<file path="config.mk">
export PLATFORM = sky130hd
export DESIGN_NAME = adc_result_regs
export DESIGN_NICKNAME = d
export VERILOG_FILES = /design/src/rtl/adc_rr_pkg.sv /design/src/rtl/adc_rr_sel.sv /design/src/rtl/adc_rr_hold.sv /design/src/rtl/adc_rr_view.sv /design/src/rtl/adc_result_regs.sv
export SDC_FILE = /design/constraint.sdc
export NUM_CORES = 1
export LEC_CHECK = 0
export ABC_AREA = 1
export BUFFER_PORTS_ARGS = -buffer_cell sky130_fd_sc_hd__buf_4
export CORE_ASPECT_RATIO = 0.6
export CORE_MARGIN = 2
export CORE_UTILIZATION = 55
export CTS_CLUSTER_DIAMETER = 30
export CTS_CLUSTER_SIZE = 28
export DETAILED_ROUTE_END_ITERATION = 16
export HOLD_SLACK_MARGIN = 0.08
export PLACE_DENSITY_LB_ADDON = 0.15
export SYNTH_ARGS = -nofsm -noshare
export SYNTH_HDL_FRONTEND = slang
export SYNTH_HIERARCHICAL = 1
export SYNTH_SLANG_ARGS = --single-unit
</file>
<file path="constraint.sdc">
create_clock -name clk -period 3 [get_ports clk]
set_input_delay 0.6 -clock clk [delete_from_list [all_inputs] [get_ports clk]]
set_output_delay 0.6 -clock clk [all_outputs]
set_load 0.05 [all_outputs]
</file>
<file path="src/rtl/adc_rr_pkg.sv">
package adc_rr_pkg;
  localparam int BYTE_W = 8;
  localparam int REF_W  = 2;
  localparam int CHAN_W = 5;

  typedef enum logic [1:0] {
    A_LOW  = 2'd0,
    A_HIGH = 2'd1,
    A_SEL  = 2'd2,
    A_NONE = 2'd3
  } rr_addr_e;

  typedef struct packed {
    logic [REF_W-1:0]  refsel;
    logic              ladj;
    logic [CHAN_W-1:0] chan;
  } sel_t;
endpackage

</file>
<file path="src/rtl/adc_rr_sel.sv">
module adc_rr_sel
  import adc_rr_pkg::*;
(
  input  logic              clk,
  input  logic              rst_n,
  input  logic              wr_en,
  input  sel_t              wr_val,
  input  logic              conv_active,
  input  logic              cv_valid,
  output sel_t              sel_q,
  output logic [REF_W-1:0]  eff_ref,
  output logic [CHAN_W-1:0] eff_chan
);
  sel_t sel_nxt;
  logic apply;

  // A write landing in the boundary cycle is carried straight through.
  always_comb begin
    sel_nxt = wr_en ? wr_val : sel_q;
    apply   = !conv_active || cv_valid;
  end

  always_ff @(posedge clk) begin
    if (!rst_n) begin
      sel_q    <= '0;
      eff_ref  <= '0;
      eff_chan <= '0;
    end else begin
      sel_q <= sel_nxt;
      if (apply) begin
        eff_ref  <= sel_nxt.refsel;
        eff_chan <= sel_nxt.chan;
      end
    end
  end
endmodule

</file>
<file path="src/rtl/adc_rr_hold.sv">
module adc_rr_hold #(
  parameter int RES_W = 10
) (
  input  logic             clk,
  input  logic             rst_n,
  input  logic             cv_valid,
  input  logic [RES_W-1:0] cv_data,
  input  logic             rd_low,
  input  logic             rd_high,
  output logic [RES_W-1:0] res_q,
  output logic             lock_q,
  output logic             res_done
);
  logic take;

  // A low-byte read in the same cycle already blocks the update.
  always_comb take = cv_valid && !lock_q && !rd_low;

  always_ff @(posedge clk) begin
    if (!rst_n) begin
      res_q    <= '0;
      lock_q   <= 1'b0;
      res_done <= 1'b0;
    end else begin
      res_done <= take;
      if (take) res_q <= cv_data;
      if (rd_low)       lock_q <= 1'b1;
      else if (rd_high) lock_q <= 1'b0;
    end
  end
endmodule

</file>
<file path="src/rtl/adc_rr_view.sv">
module adc_rr_view #(
  parameter int RES_W  = 10,
  parameter int BYTE_W = 8
) (
  input  logic [RES_W-1:0]  res,
  input  logic              ladj,
  output logic [BYTE_W-1:0] lo_byte,
  output logic [BYTE_W-1:0] hi_byte
);
  localparam int FULL_W = 2 * BYTE_W;
  localparam int PAD    = FULL_W - RES_W;

  logic [FULL_W-1:0] right_v;
  logic [FULL_W-1:0] left_v;
  logic [FULL_W-1:0] pick;

  generate
    if (PAD > 0) begin : g_pad
      assign right_v = {{PAD{1'b0}}, res};
      assign left_v  = {res, {PAD{1'b0}}};
    end else begin : g_full
      assign right_v = res;
      assign left_v  = res;
    end
  endgenerate

  always_comb begin
    pick    = ladj ? left_v : right_v;
    lo_byte = pick[BYTE_W-1:0];
    hi_byte = pick[FULL_W-1:BYTE_W];
  end
endmodule

</file>
<file path="src/rtl/adc_result_regs.sv">
module adc_result_regs
  import adc_rr_pkg::*;
#(
  parameter int RES_W = 10
) (
  input  logic             clk,
  input  logic             rst_n,
  input  logic             conv_active,
  input  logic             cv_valid,
  input  logic [RES_W-1:0] cv_data,
  output logic             cv_ready,
  input  logic             bus_we,
  input  logic             bus_re,
  input  logic [1:0]       bus_addr,
  input  logic [7:0]       bus_wdata,
  output logic [7:0]       bus_rdata,
  output logic [1:0]       eff_ref,
  output logic [4:0]       eff_chan,
  output logic             res_done
);
  rr_addr_e          addr;
  sel_t              sel_q;
  logic              sel_wr;
  logic              rd_low;
  logic              rd_high;
  logic              lock_q;
  logic [RES_W-1:0]  res_q;
  logic [BYTE_W-1:0] lo_b;
  logic [BYTE_W-1:0] hi_b;
  logic              ladj;

  always_comb begin
    addr    = rr_addr_e'(bus_addr);
    sel_wr  = bus_we && (addr == A_SEL);
    rd_low  = bus_re && (addr == A_LOW);
    rd_high = bus_re && (addr == A_HIGH);
    ladj    = sel_q.ladj;
  end

  assign cv_ready = 1'b1;

  adc_rr_sel u_sel (
    .clk         (clk),
    .rst_n       (rst_n),
    .wr_en       (sel_wr),
    .wr_val      (sel_t'(bus_wdata)),
    .conv_active (conv_active),
    .cv_valid    (cv_valid),
    .sel_q       (sel_q),
    .eff_ref     (eff_ref),
    .eff_chan    (eff_chan)
  );

  adc_rr_hold #(.RES_W(RES_W)) u_hold (
    .clk      (clk),
    .rst_n    (rst_n),
    .cv_valid (cv_valid),
    .cv_data  (cv_data),
    .rd_low   (rd_low),
    .rd_high  (rd_high),
    .res_q    (res_q),
    .lock_q   (lock_q),
    .res_done (res_done)
  );

  adc_rr_view #(.RES_W(RES_W), .BYTE_W(BYTE_W)) u_view (
    .res     (res_q),
    .ladj    (ladj),
    .lo_byte (lo_b),
    .hi_byte (hi_b)
  );

  always_comb begin
    unique case (addr)
      A_LOW:   bus_rdata = lo_b;
      A_HIGH:  bus_rdata = hi_b;
      A_SEL:   bus_rdata = sel_q;
      default: bus_rdata = '0;
    endcase
  end
endmodule

</file>
==> flow_summary_export.csv, run 1 <==
group,metric,value,unit
timing,fin_skew,0.00400,ns
setup_path,rrSetupSlack,1.69,ns
setup_path,cp.arrival,1.70,ns
synthesis,synth_cell_types,22,
floorplanning,die_area,0.00328,mm2
worst_hold_path,min-delay-start,"u_sel/sel_q[2]$_SDFF_PN0_",
detailed_routing,vias,1568,
clocking,clockBufferDepth,2,
place,gp_congestion,0.819,
detailed_routing,wire_per_inst,10.9,um
place,dp.cells,305,
synthesis,synth_nets,271,
power,seq_power_share,49.5,%
timing,period_minus_slack,2.30,ns
global_routing,overflow,0,
clocking,clk_pin_slew,0.09,ns
floorplanning,placementRows,14,
detailed_routing,first_pass_iters,5,
global_routing,antenna_found_initial,0,
timing,hold-worst-slack,0.496,ns
setup_path,reg2reg_depth,4,
setup_path,path_max_fanout,19,
floorplanning,core,0.00259,mm2
setup_path,slowest_stage,"dfxtp_1",
power,pwr-share-comb,24.5,%
power,p_leak,0.991,nW
timing,rsz0062_at_grt,"false",
worst_hold_path,hold_class,"flip-flop to flip-flop",
clocking,htreeDepth,1,
floorplanning,io_pins,43,
detailed_routing,drt_iter0_drc,116,
final_layout,layoutNonFillerInstCount,309,
timing,fmax,434,MHz
power,power_density,440,mW/mm2
synthesis,ys_ff_latch,27,
timing,slew_violations,0,
clocking,ctsResizeCount,0,
synthesis,yosysWarningCount,6,
setup_path,r2r_end,"u_hold/res_q[0]$_SDFFE_PN0P_",
clocking,clk_latency,0.28,ns
floorplanning,start_util,59.9,%
power,power_frac_clock,26.1,%
place,dpl-instance-area,0.00178,mm2
timing,worst_pin_slew,0.749,ns
global_routing,grt_usage,22.4,%
setup_path,r2r_start,"u_hold/lock_q$_SDFFE_PN0P_",
global_routing,grt_first_pass_wirelength,5680,um
clocking,numCtsBuffers,3,
setup_path,crit_chain,"inv_1, nand2_1, nand2_1, nand3_1, nand3_1, buf_4",
setup_path,startpoint_type,"flip-flop",
floorplanning,die_y,45.2,um
timing,post-route-period-util,76.8,%
detailed_routing,drcViolationCount,0,
synthesis,yosysSeqAreaShare,34.8,%
flow_run,cap_violations,0,
clocking,post-cts-setup-buffers,0,
final_layout,synthToLayoutAreaGrowth,17.2,%
final_layout,antenna_cells,0,
worst_hold_path,holdPathStages,2,
timing,hold_viol,0,
power,power.total,0.802,mW
synthesis,netlist_area,0.00155,mm2
power,p_int,0.544,mW
floorplanning,die_x,72.6,um
clocking,cts-root-buf,"clkbuf_8",
timing,setup_viol,0,
detailed_routing,viasPerCell,5.07,
global_routing,grt_pass1_vias,1278,
global_routing,grt_max_degree,24,
clocking,cts_tree,"done",
clocking,hold_buffers,0,
detailed_routing,drt-total-wl,3380,um
setup_path,max_stage_delay,0.70,ns
setup_path,cp.required,2.40,ns
final_layout,final_area,0.00182,mm2
place,place_hpwl,2550,um
power,max-vdd-ir-drop,351,uV
synthesis,synthesis.instances,245,
power,swShare,32.2,%
clocking,clkSinkCount,27,
worst_hold_path,worstHoldEndpoint,"u_sel/sel_q[2]$_SDFF_PN0_",
final_layout,nNetsFinal,304,
final_layout,drive_gt1_share,19.9,%
detailed_routing,antenna_left,0,
timing,relSlewSlack,50.0,%
timing,tns,0,ns
power,p_sw,0.258,mW
setup_path,crit_type,"flip-flop to output pin",
place,port_buffers,41,
setup_path,end_kind,"output pin",
status,status,"finished, final reports clean",
synthesis,synth_area_per_cell,6.34,um2
[per-layer routing]
layer,track usage [%],vias to the layer above,part of all wire [%]
met5,0,-,0
met4,3.33,0,0.24
met3,5.58,2,10
met2,32.4,62,40
met1,34.1,690,50
li1,-,814,-
[power by group through the flow]
stage / logic (mW) / registers (mW) / clock network, mW
finish: 0.196 / 0.397 / 0.209
CTS: 0.195 / 0.397 / 0.214
floorplan: 0.129 / 0.421 / 0
global placement: 0.193 / 0.405 / 0
global route: 0.218 / 0.400 / 0.225
detailed placement: 0.195 / 0.405 / 0
[synthesized netlist by cell type, drive strengths merged]
cell type | number | area share (%)
a21oi | 18 | 6.0
and3 | 1 | 0.40
buf | 13 | 8.1
conb | 1 | 0.24
dfxtp | 27 | 35
inv | 39 | 10
nand2 | 65 | 16
nand3 | 41 | 13
nor2 | 37 | 9.7
nor3 | 2 | 1.4
o21ai | 1 | 0.32
[final cells by class]
| class | count | area [um2] |
|---|---|---|
| well taps | 32 | 40.0 |
| multi-input cells | 166 | 731 |
| repair buffers | 41 | 308 |
| inverters | 39 | 156 |
| flip-flops and latches | 27 | 541 |
| fillers | 231 | 771 |
| clock buffers | 3 | 41.3 |
| clock inverters | 1 | 5.00 |
[worst max-delay path by stage]
stage                           startpoint            to  slack (ns)  cells after the start
2_1_floorplan                  bus_addr[0]  bus_rdata[5]        1.14                      4
3_3_place_gp                   bus_addr[0]  bus_rdata[0]        0.97                      5
4_1_cts        u_sel/sel_q[5]$_SDFFE_PN0P_  bus_rdata[0]        0.71                      6
6_report       u_sel/sel_q[5]$_SDFFE_PN0P_  bus_rdata[0]        0.70                      6
5_1_grt        u_sel/sel_q[5]$_SDFFE_PN0P_  bus_rdata[0]        0.58                      6
3_5_place_dp                   bus_addr[0]  bus_rdata[5]        0.95                      5
[state kept, by name, summed over array words and instances, names as in the netlist]
register	count
u_sel/eff_chan	5
u_hold/lock_q	1
u_sel/eff_ref	2
u_hold/res_done	1
u_hold/res_q	10
u_sel/sel_q	8
[cell families (layout without fill, tap and decap cells)]
kind of cell,count (synthesis),after routing,share of synthesized area [%]
flip-flops,27,27,34.8
AND/OR/NAND/NOR,146,146,40.4
AO/OA/AOI/OAI,19,19,6.36
other,1,1,0.241
buffers and inverters,52,84,18.2
[placed cells by master (no fill, tap or decap), types with 2 or more instances in the layout]
cell / count
inv_1: 34
inv_2: 2
a21oi_1: 17
inv_4: 2
nor2_1: 34
nand3_1: 41
nor2_2: 2
buf_4: 41
nand2_1: 65
clkbuf_8: 3
dfxtp_1: 27
[critical path: cells and delay by family, from the launching register on]
kind / cells / cell delay [ns]
flip-flops: 1 / 0.70
buffers and inverters: 2 / 0.40
AND/OR/NAND/NOR: 4 / 0.32
[through the flow]
stage / worst slack (ns) / utilization, %
final: 0.695 / 70.3
after detailed placement: 0.948 / 68.5
after floorplan: 1.14 / -
after global placement: 0.966 / 68.5
after CTS: 0.715 / 70.3
after global routing: 0.578 / 70.3
(Power assumes the default switching activity.)
==> run 2: changes to the inputs <==
Settings changed: CORE_UTILIZATION 55 to 46.
Clock period 3 ns to 1.9 ns, I/O delays scaled along.
==> flow_summary_export.csv, run 2 (synthesis results as in run 1) <==
group,metric,value,unit
floorplanning,die_y,49.0,um
clocking,clk_pin_slew,0.10,ns
worst_hold_path,holdPathStages,3,
setup_path,rrSetupSlack,0.93,ns
setup_path,path_max_fanout,10,
timing,fin_skew,0.00386,ns
detailed_routing,drt-total-wl,3280,um
setup_path,max_stage_delay,0.32,ns
setup_path,critPathTopFamily,"buffers and inverters",
power,max-vdd-ir-drop,317,uV
global_routing,antenna_found_initial,0,
final_layout,layout_commonest_cell,"nand2_1",
final_layout,fin_util,57.6,%
status,status,"finished, final reports clean",
global_routing,grt_first_pass_wirelength,5590,um
setup_path,end_kind,"output pin",
final_layout,layout_common_cells,"nand2_1 (65), buf_4 (45), nand3_1 (41)",
setup_path,reg2reg_depth,5,
clocking,cts-root-buf,"clkbuf_8",
place,dpl-instance-area,0.00182,mm2
clocking,hold_buffers,0,
timing,period_minus_slack,1.75,ns
global_routing,grt_max_degree,24,
setup_path,r2r_start,"u_hold/lock_q$_SDFFE_PN0P_",
floorplanning,placementRows,16,
clocking,cts_tree,"done",
setup_path,slowest_stage,"dfxtp_1",
setup_path,r2r_end,"u_hold/res_q[0]$_SDFFE_PN0P_",
power,power.total,1.27,mW
setup_path,cp.arrival,1.37,ns
floorplanning,start_util,47.9,%
setup_path,cp.depth,7,
final_layout,reg_top3,"u_hold/res_q (10), u_sel/sel_q (8), u_sel/eff_chan (5)",
timing,tns,0,ns
setup_path,cp.required,1.52,ns
detailed_routing,wire_per_inst,10.1,um
detailed_routing,vias,1535,
clocking,numCtsBuffers,3,
floorplanning,die_x,79.0,um
global_routing,grt_pass1_vias,1281,
final_layout,largest_reg_flops,10,
place,gp_congestion,0.789,
timing,post-route-period-util,92.2,%
detailed_routing,viasPerCell,4.71,
final_layout,synthToLayoutAreaGrowth,20.2,%
clocking,htreeDepth,1,
timing,setup_viol,0,
final_layout,drive_gt1_share,21.0,%
setup_path,crit_type,"flip-flop to output pin",
clocking,clk_latency,0.28,ns
clocking,post-cts-setup-buffers,0,
floorplanning,die_area,0.00387,mm2
floorplanning,io_pins,43,
detailed_routing,drt_iter0_drc,95,
final_layout,nNetsFinal,308,
detailed_routing,antenna_left,0,
setup_path,startpoint_type,"flip-flop",
detailed_routing,drcViolationCount,0,
setup_path,crit_end,"bus_rdata[1]",
setup_path,worst-path-buf-inv,3,
setup_path,crit_start,"u_sel/sel_q[5]$_SDFFE_PN0P_",
floorplanning,core,0.00324,mm2
final_layout,antenna_cells,0,
final_layout,top_register,"u_hold/res_q",
global_routing,grt_usage,18.0,%
clocking,clkSinkCount,27,
timing,slew_violations,0,
place,place_hpwl,2480,um
detailed_routing,first_pass_iters,4,
place,port_buffers,41,
timing,hold_viol,0,
power,p_leak,1.01,nW
setup_path,crit_chain,"buf_4, inv_1, nand2_1, nand2_1, nand3_1, nand3_1, buf_4",
clocking,ctsResizeCount,0,
final_layout,nFillCells,347,
timing,fmax,571,MHz
timing,rsz0062_at_grt,"false",
final_layout,final_area,0.00187,mm2
flow_run,cap_violations,0,
power,power_density,682,mW/mm2
worst_hold_path,hold_class,"input port to flip-flop",
clocking,clockBufferDepth,2,
global_routing,overflow,0,
==> run 2: cell types whose count changed in the layout (fill, tap and decap cells not counted) <==
cell,change
buf_4,+4
==> run 2: layer usage <==
metal  global-route usage, %  part of all wire (%)  wire length [um]  vias up
met1                    27.5                    56              1840      675
met4                    2.59                  0.21                 7        0
met2                    25.4                    37              1230       32
met5                       0                     0                 0        -
li1                        -                     -                 -      826
met3                    5.37                   6.2               203        2
==> run 2: area by class of cell <==
type / instances / area [um2] / share of cell area [%]
Clock buffer: 3 / 41.3 / 2.21
Clock inverter: 1 / 5.00 / 0.268
Inverter: 39 / 156 / 8.37
Multi-Input combinational cell: 166 / 731 / 39.1
Sequential cell: 27 / 541 / 28.9
Tap cell: 45 / 56.3 / 3.01
Timing Repair Buffer: 45 / 338 / 18.1
==> run 2: power breakdown <==
part | switching [mW] | internal [mW]
logic | 0.202 | 0.117
registers | 0.0223 | 0.600
clock network | 0.186 | 0.147
total | 0.410 | 0.864
==> run 2: through the flow <==
| stage | worst slack [ns] | hold WS (ns) | std cells |
|---|---|---|---|
| after floorplan | 0.423 | 0.460 | 245 |
| after global placement | 0.274 | 0.480 | 322 |
| after detailed placement | 0.264 | 0.478 | 322 |
| after CTS | 0.152 | 0.316 | 326 |
| after global routing | 0.0543 | 0.339 | 326 |
| final | 0.148 | 0.318 | 326 |
==> run 2: worst min path at each step <==
stage / slack [ns] / startpoint / to
after floorplan: 0.46 / u_sel/sel_q[0]$_SDFF_PN0_ / u_sel/sel_q[0]$_SDFF_PN0_
after global placement: 0.48 / u_sel/sel_q[7]$_SDFF_PN0_ / u_sel/sel_q[7]$_SDFF_PN0_
after detailed placement: 0.48 / u_sel/sel_q[0]$_SDFF_PN0_ / u_sel/sel_q[0]$_SDFF_PN0_
after CTS: 0.32 / bus_wdata[5] / u_sel/sel_q[5]$_SDFFE_PN0P_
after global routing: 0.34 / bus_wdata[5] / u_sel/sel_q[5]$_SDFFE_PN0P_
final: 0.32 / bus_wdata[5] / u_sel/sel_q[5]$_SDFFE_PN0P_
==> run 2: worst reg2reg max path: stages, from the launching register on <==
cell and delay (ns):
dfxtp_1 0.33, nor2_2 0.09, buf_4 0.24, nand3_1 0.11, nand2_1 0.07, nor2_1 0.04
==> run 3: changes to the inputs <==
Settings changed: CELL_PAD_IN_SITES_DETAIL_PLACEMENT from default to 1, CELL_PAD_IN_SITES_GLOBAL_PLACEMENT from default to 2, CORE_UTILIZATION 46 to 24.
==> flow_summary_export.csv, run 3 (synthesis results as in run 1) <==
group,metric,value,unit
timing,post-route-period-util,93.0,%
setup_path,rrSetupSlack,0.96,ns
global_routing,antenna_found_initial,0,
setup_path,path_max_fanout,11,
clocking,clk_pin_slew,0.10,ns
status,status,"finished, final reports clean",
setup_path,cp.required,1.52,ns
setup_path,slowest_stage,"dfxtp_1",
setup_path,r2r_start,"u_hold/lock_q$_SDFFE_PN0P_",
clocking,ctsResizeCount,0,
detailed_routing,drcViolationCount,0,
setup_path,max_stage_delay,0.33,ns
final_layout,top_register,"u_hold/res_q",
flow_run,cap_violations,0,
setup_path,crit_chain,"buf_4, inv_2, nand2_1, nand2_1, nand3_1, nand3_1, buf_4",
floorplanning,die_y,66.3,um
final_layout,antenna_cells,0,
timing,slew_violations,0,
power,p_leak,1.02,nW
detailed_routing,wire_per_inst,12.1,um
global_routing,overflow,0,
place,dp.cells,363,
setup_path,r2r_end,"u_hold/res_q[6]$_SDFFE_PN0P_",
timing,period_minus_slack,1.77,ns
timing,hold-worst-slack,0.381,ns
power,power.total,1.30,mW
final_layout,layout_common_cells,"nand2_1 (65), buf_4 (47), nand3_1 (41)",
floorplanning,die_area,0.00716,mm2
detailed_routing,vias,1571,
clocking,htreeDepth,1,
setup_path,crit_end,"bus_rdata[1]",
setup_path,end_kind,"output pin",
clocking,hold_buffers,0,
place,pre_cts_ws,0.257,ns
timing,rsz0062_at_grt,"false",
global_routing,grt_max_degree,24,
global_routing,grt_first_pass_wirelength,7440,um
timing,fin_ws,0.133,ns
clocking,clk_latency,0.28,ns
final_layout,final_area,0.00193,mm2
detailed_routing,viasPerCell,4.28,
detailed_routing,first_pass_iters,4,
setup_path,crit_type,"flip-flop to output pin",
power,power_density,672,mW/mm2
clocking,cts_tree,"done",
timing,fin_skew,0.00256,ns
detailed_routing,drt-total-wl,4440,um
worst_hold_path,hold_class,"input port to flip-flop",
clocking,numCtsBuffers,3,
clocking,cts-root-buf,"clkbuf_8",
final_layout,largest_reg_flops,10,
final_layout,drive_gt1_share,21.6,%
clocking,clkSinkCount,27,
final_layout,layout_commonest_cell,"nand2_1",
floorplanning,core,0.00619,mm2
global_routing,grt_pass1_vias,1494,
detailed_routing,drt_iter0_drc,46,
setup_path,reg2reg_depth,5,
setup_path,crit_start,"u_sel/sel_q[5]$_SDFFE_PN0P_",
final_layout,fin_util,31.2,%
setup_path,startpoint_type,"flip-flop",
place,dpl-instance-area,0.00189,mm2
final_layout,nNetsFinal,310,
timing,hold_viol,0,
final_layout,layoutNonFillerInstCount,367,
place,place_hpwl,3540,um
detailed_routing,antenna_left,0,
floorplanning,placementRows,22,
place,port_buffers,41,
global_routing,grt_usage,13.5,%
clocking,clockBufferDepth,2,
floorplanning,start_util,25.1,%
place,gp_congestion,0.750,
timing,fmax,566,MHz
power,max-vdd-ir-drop,258,uV
final_layout,reg_top3,"u_hold/res_q (10), u_sel/sel_q (8), u_sel/eff_chan (5)",
floorplanning,die_x,108,um
timing,tns,0,ns
setup_path,cp.arrival,1.39,ns
floorplanning,io_pins,43,
final_layout,synthToLayoutAreaGrowth,24.2,%
clocking,post-cts-setup-buffers,0,
timing,setup_viol,0,
==> run 3: cell count changes in the layout (fill, tap and decap cells not counted), sizes merged <==
| cell | change |
|---|---|
| buf | +2 |
| clkinv | -1 |
| clkbuf | +1 |
==> run 3: where the power goes <==
| part | internal, mW | total, mW | switching (mW) |
|---|---|---|---|
| Sequential | 0.600 | 0.624 | 0.0232 |
| Combinational | 0.120 | 0.333 | 0.212 |
| Clock | 0.151 | 0.340 | 0.190 |
| Total | 0.871 | 1.30 | 0.425 |
==> run 3: metal layers <==
metal	share of wire [%]	vias to the layer above	global-route usage (%)
met5	0	-	0
li1	-	823	-
met2	34	26	17.1
met1	60	717	21.9
met4	0.86	0	2.88
met3	4.4	5	3.05
==> run 3: layout make-up <==
class | instances | area, um2
fillers | 822 | 4260
multi-input cells | 166 | 731
flip-flops and latches | 27 | 541
repair buffers | 47 | 353
inverters | 39 | 156
well taps | 84 | 105
clock buffers | 4 | 45.0
==> run 3: worst min-delay path by stage <==
stage	startpoint	end	slack, ns	depth (start not counted)
after detailed placement	u_sel/sel_q[0]$_SDFF_PN0_	u_sel/sel_q[0]$_SDFF_PN0_	0.48	2
after CTS	bus_wdata[4]	u_sel/sel_q[4]$_SDFF_PN0_	0.37	3
after global placement	u_sel/sel_q[7]$_SDFF_PN0_	u_sel/sel_q[7]$_SDFF_PN0_	0.48	2
final	bus_wdata[4]	u_sel/sel_q[4]$_SDFF_PN0_	0.38	3
after floorplan	u_sel/sel_q[0]$_SDFF_PN0_	u_sel/sel_q[0]$_SDFF_PN0_	0.46	2
after global routing	bus_wdata[2]	u_sel/sel_q[2]$_SDFF_PN0_	0.37	3
==> run 3: worst max-delay path: cells and delay by family (launching register included) <==
kind	cells	cell delay, ns
buf+inv	3	0.47
flops	1	0.33
simple gates	4	0.31
